===== src/rtl/vga_lowres_fb.sv =====
module vga_lowres_fb #(
  parameter int H_VIS  = 640,
  parameter int H_FP   = 16,
  parameter int H_SYNC = 96,
  parameter int H_BP   = 48,
  parameter int V_VIS  = 480,
  parameter int V_FP   = 10,
  parameter int V_SYNC = 2,
  parameter int V_BP   = 33,
  parameter int SHIFT  = 4,
  localparam int H_TOT = H_VIS + H_FP + H_SYNC + H_BP,
  localparam int V_TOT = V_VIS + V_FP + V_SYNC + V_BP,
  localparam int FB_W  = H_VIS >> SHIFT,
  localparam int FB_H  = V_VIS >> SHIFT,
  localparam int FB_N  = FB_W * FB_H,
  localparam int AW    = $clog2(FB_N)
) (
  input  logic          clk,
  input  logic          rst_n,
  input  logic          wr_en,
  input  logic [AW-1:0] wr_addr,
  input  logic [2:0]    wr_data,
  output logic          hsync,
  output logic          vsync,
  output logic          red,
  output logic          green,
  output logic          blue
);
  localparam int HW = $clog2(H_TOT);
  localparam int VW = $clog2(V_TOT);
  localparam logic [HW-1:0] H_LAST = HW'(H_TOT - 1);
  localparam logic [HW-1:0] H_VEND = HW'(H_VIS);
  localparam logic [HW-1:0] H_S0   = HW'(H_VIS + H_FP);
  localparam logic [HW-1:0] H_S1   = HW'(H_VIS + H_FP + H_SYNC);
  localparam logic [VW-1:0] V_LAST = VW'(V_TOT - 1);
  localparam logic [VW-1:0] V_VEND = VW'(V_VIS);
  localparam logic [VW-1:0] V_S0   = VW'(V_VIS + V_FP);
  localparam logic [VW-1:0] V_S1   = VW'(V_VIS + V_FP + V_SYNC);
  localparam logic [AW-1:0] FBW_A  = AW'(FB_W);

  logic [HW-1:0] hcnt;
  logic [VW-1:0] vcnt;
  logic [2:0]    mem [FB_N];
  logic [2:0]    pix_q;
  logic          hs_q, vs_q, vis_q;

  wire line_end = (hcnt == H_LAST);
  wire visible  = (hcnt < H_VEND) && (vcnt < V_VEND);
  wire [AW-1:0] rd_addr = AW'(vcnt >> SHIFT) * FBW_A + AW'(hcnt >> SHIFT);

  always_ff @(posedge clk or negedge rst_n) begin
    if (!rst_n) begin
      hcnt <= '0;
      vcnt <= '0;
    end else begin
      hcnt <= line_end ? '0 : hcnt + 1'b1;
      if (line_end) vcnt <= (vcnt == V_LAST) ? '0 : vcnt + 1'b1;
    end
  end

  always_ff @(posedge clk or negedge rst_n) begin
    if (!rst_n) begin
      hs_q  <= 1'b1;
      vs_q  <= 1'b1;
      vis_q <= 1'b0;
    end else begin
      hs_q  <= !(hcnt >= H_S0 && hcnt < H_S1);
      vs_q  <= !(vcnt >= V_S0 && vcnt < V_S1);
      vis_q <= visible;
    end
  end

  always_ff @(posedge clk) begin
    if (wr_en) mem[wr_addr] <= wr_data;
  end

  always_ff @(posedge clk) begin
    if (visible) pix_q <= mem[rd_addr];
  end

  assign hsync = hs_q;
  assign vsync = vs_q;
  assign red   = vis_q & pix_q[2];
  assign green = vis_q & pix_q[1];
  assign blue  = vis_q & pix_q[0];

  assert_line_wrap_R1: assert property (@(posedge clk) disable iff (!rst_n)
    line_end |=> hcnt == '0);
  assert_col_range_R1: assert property (@(posedge clk) disable iff (!rst_n)
    hcnt <= H_LAST);
  assert_row_hold_R3: assert property (@(posedge clk) disable iff (!rst_n)
    !line_end |=> $stable(vcnt));
  assert_row_range_R3: assert property (@(posedge clk) disable iff (!rst_n)
    vcnt <= V_LAST);
  assert_dark_in_hsync_R5: assert property (@(posedge clk) disable iff (!rst_n)
    !hsync |-> !(red | green | blue));
  assert_dark_in_vsync_R5: assert property (@(posedge clk) disable iff (!rst_n)
    !vsync |-> !(red | green | blue));
endmodule


===== config.mk =====
export PLATFORM = sky130hd
export DESIGN_NAME = vga_lowres_fb
export DESIGN_NICKNAME = d
export VERILOG_FILES = /design/src/rtl/vga_lowres_fb.sv
export SDC_FILE = /design/constraint.sdc
export NUM_CORES = 2
export LEC_CHECK = 0
export BUFFER_PORTS_ARGS = -buffer_cell sky130_fd_sc_hd__buf_4
export CORE_AREA = 5 5 652 654
export CTS_BUF_LIST = sky130_fd_sc_hd__clkbuf_4 sky130_fd_sc_hd__clkbuf_8 sky130_fd_sc_hd__clkbuf_16
export DETAILED_ROUTE_END_ITERATION = 8
export DIE_AREA = 0 0 657 659
export GPL_ROUTABILITY_DRIVEN = 0
export HOLD_SLACK_MARGIN = 0.15
export PLACE_DENSITY_LB_ADDON = 0.05
export SLEW_MARGIN = 0
export SYNTH_ARGS = -nofsm -noshare
export SYNTH_HDL_FRONTEND = slang
export SYNTH_SLANG_ARGS = --single-unit
export TNS_END_PERCENT = 30

===== constraint.sdc =====
create_clock -name clk -period 4.5 [get_ports clk]
set_input_delay 0.225 -clock clk [delete_from_list [all_inputs] [get_ports clk]]
set_output_delay 0.225 -clock clk [all_outputs]
set_load 0.01 [all_outputs]

==> flow_metrics.env <==
export IMPL_clock_sinks=3626
export IMPL_grt_usage=0.226
export IMPL_die_height_um=659
export IMPL_portBuffers=21
export IMPL_fp_dieW_um=657
export IMPL_dpl_cell_area_sq_um=155000
export IMPL_leakagePower_nw=54.4
export IMPL_start_kind="flip-flop"
export IMPL_cap_violations=0
export IMPL_syn_avg_cell_area_sq_um=19.3
export IMPL_die_area_sq_um=433000
export IMPL_clock_skew_ns=0.0524
export IMPL_fin_area_sq_um=169000
export IMPL_yosysTopAreaCellShare=0.742
export IMPL_ios=22
export IMPL_final_nets=7965
export IMPL_setup_viol=0
export IMPL_drtIter0Drc=8111
export IMPL_rsz0062_at_grt="true"
export IMPL_ys_warn_count=0
export IMPL_via_per_inst=5.57
export IMPL_synthDistinctLibCells=75
export IMPL_slew_viol_final=0
export IMPL_nFillCells=37500
export IMPL_drt_antenna_violating_nets=0
export IMPL_yosys_top_cells_area="edfxtp_1, mux4_2, nor2_1"
export IMPL_core_area_sq_um=419000
export IMPL_vias=76900
export IMPL_fin_setup_tns_ns=0
export IMPL_dr_pass1_iters=5
export IMPL_clock_path_buffers=4
export IMPL_core_rowCount=238
export IMPL_cts_made_buffers=409
export IMPL_vdd_ir_drop_max_v=0.000282
export IMPL_wl_um=498000
export IMPL_syn_inst=7567
export IMPL_final_instance_count_excl_fill=13800
export IMPL_max_freq_mhz=224
export IMPL_whs_ns=0.330
export IMPL_grt_max_degree=178
export IMPL_drcViolationCount=0
export IMPL_antenna_found_initial=46
export IMPL_hp_class="input pin to flip-flop"
export IMPL_slew_headroom=0.0946
export IMPL_place_inst=13000
export IMPL_synth_fp_nets=7601
export IMPL_yosysTopAreaCell="edfxtp_1"
export IMPL_cts_tree="done"
export IMPL_ys_ff_latch=3626
export IMPL_power_density_nw_per_um2=424
export IMPL_synth_flop_cell="edfxtp_1"
export IMPL_root_buffer="clkbuf_16"
export IMPL_htreeDepth=5
export IMPL_grt_overflow_total=0
export IMPL_initial_core_util=0.348
export IMPL_clkLatencyLatePin_ns=0.97
export IMPL_hold_viol=0
export IMPL_grt_pass1_wl_um=685000
export IMPL_cp_end_kind="flip-flop"
export IMPL_critical_path_arrival_ns=5.29
export IMPL_yosysSeqAreaShare=0.746
export IMPL_worst_slack_ns=0.0265
export IMPL_critPathKind="flip-flop to flip-flop"
export IMPL_syn_to_final_growth_pct=15.7
export IMPL_syn_area_sq_um=146000
export IMPL_layout_min_cycle_time_ns=4.47
export IMPL_async_flop_share=0.00634
export IMPL_post_dp_hpwl_um=310000
export IMPL_cp_max_fo=15
export IMPL_synth_edf_count=3603
export IMPL_drive_gt1_frac=0.258
export IMPL_grt_pass1_vias=78800
export IMPL_fin_crit_sh=0.994
export IMPL_status="completed"
export IMPL_cp_required_ns=5.32
export IMPL_routedWlPerCell_um=36.1
export IMPL_dp_slack_ns=-0.711
export IMPL_worst_slew_pin_slew_ns=1.36
export IMPL_path_clk_slew_ns=0.06
[per-stage QoR]
step            util  total power, W
2_1_floorplan      -          0.0379
3_3_place_gp   0.370          0.0388
3_5_place_dp   0.370          0.0388
4_1_cts        0.403          0.0722
5_1_grt        0.403          0.0736
6_report       0.403          0.0714
[cell usage in the layout, fill, tap and decap left out, types with 12 or more instances in the layout]
| cell | count |
|---|---|
| o211ai_1 | 17 |
| clkinv_2 | 77 |
| nor3_1 | 23 |
| mux2_2 | 32 |
| dlygate4sd3_1 | 19 |
| mux4_1 | 12 |
| clkbuf_16 | 419 |
| bufinv_16 | 34 |
| ha_1 | 14 |
| nand3_1 | 80 |
| a21oi_1 | 98 |
| a22oi_1 | 77 |
| o2111ai_1 | 12 |
| o21ai_0 | 71 |
| nand4_1 | 27 |
| buf_12 | 113 |
| buf_4 | 364 |
| clkbuf_4 | 77 |
| a221oi_1 | 71 |
| clkinvlp_4 | 16 |
| clkinv_1 | 98 |
| nand2_4 | 25 |
| o221ai_1 | 17 |
| o22ai_1 | 34 |
| and3_1 | 14 |
| mux4_2 | 879 |
| nor2_1 | 1251 |
| diode_2 | 17 |
| mux2i_1 | 278 |
| dfrtp_1 | 18 |
| edfxtp_1 | 3603 |
| nand2_1 | 149 |
[per-layer routing]
layer / GRT usage / share of wire
met1: 0.326 / 0.44
met3: 0.0302 / 0.061
met5: 0 / 0.000054
met2: 0.369 / 0.48
met4: 0.0498 / 0.023
[power by group]
part,total [W],leakage (nW),switching (W),internal (W)
Combinational,0.000964,15.1,0.000834,0.000130
Sequential,0.0371,32.7,0.00000265,0.0371
Clock,0.0333,6.62,0.0139,0.0194
[cell usage after synthesis, types with 14 or more instances]
cell type	number
buf_8	25
ha_1	15
buf_1	30
o211ai_1	17
o22ai_1	34
a22oi_1	77
nor2_1	1256
nand3_1	86
mux2_2	32
and3_1	14
mux2i_1	278
buf_2	95
mux4_2	879
o21ai_0	73
buf_4	27
o221ai_1	17
nor2b_1	16
buf_12	15
nand4_1	27
buf_6	52
nand2_1	174
xnor2_1	14
edfxtp_1	3603
clkbuf_1	302
dfrtp_1	21
a21oi_1	99
nor3_1	26
a221oi_1	71
[state kept, by name (all words and copies together) (netlist names)]
name and cells:
hcnt 10, hsync 1, vsync 1, vis_q 1, vcnt 10, pix_q 3
mem 3600
[repair_timing]
item | in CTS | in global routing
endpoints found under the hold margin | 1208 | 0
hold buffers | 20 | 0
gates resized for setup | 7 | 2
setup endpoints to repair | 2 | 2
buffers inserted | 0 | 5
[critical path, cell delays in order, from the launching register on]
cell and delay [ns]:
dfrtp_1 0.40, ha_4 0.15, inv_1 0.04, fa_4 0.94
nor2b_4 0.70, buf_4 0.33, a22oi_1 0.09, o2111ai_1 0.29
a21oi_1 0.12, nor4_1 0.86, nor2_1 0.17, a31oi_1 0.21
[final timing paths]
| path | start | end | slack [ns] | cells after the start |
|---|---|---|---|---|
| min | wr_data[1] | mem[1076][1]$_DFFE_PP_ | 0.33 | 2 |
| max reg2reg | vcnt[4]$_DFFE_PN0N_ | pix_q[1]$_DFFE_PP_ | 0.03 | 11 |
| min reg2reg | hcnt[0]$_DFF_PN0_ | hcnt[0]$_DFF_PN0_ | 0.51 | 1 |
| max in group asynchronous | rst_n | vsync$_DFF_PN1_ | 3.90 | 4 |
| min in group asynchronous | rst_n | hcnt[2]$_DFF_PN0_ | 0.36 | 4 |
| max | vcnt[4]$_DFFE_PN0N_ | pix_q[1]$_DFFE_PP_ | 0.03 | 11 |
[area by class of cell]
| cell class | count | area, sq um | share of cell area |
|---|---|---|---|
| multi-input cells | 3382 | 34300 | 0.203 |
| diodes | 17 | 42.5 | 0.000252 |
| clock inverters | 247 | 2220 | 0.0132 |
| inverters | 13 | 66.3 | 0.000393 |
| flip-flops and latches | 3626 | 109000 | 0.645 |
| repair buffers | 499 | 5230 | 0.0310 |
| well taps | 5520 | 6910 | 0.0410 |
| clock buffers | 498 | 11100 | 0.0658 |
[kinds of logic (layout without fill, tap and decap cells)]
kind of cell,after synthesis,count (layout),share of synthesized area
buffers and inverters,559,1257,0.0222
AO/OA/AOI/OAI,479,479,0.0229
flip-flops,3626,3626,0.746
multiplexers,1201,1201,0.160
AND/OR/NAND/NOR,1661,1661,0.0461
other,0,17,0
adder cells (fa/ha/maj),17,17,0.00156
XOR/XNOR,24,24,0.00144
(Power assumes the default switching activity.)
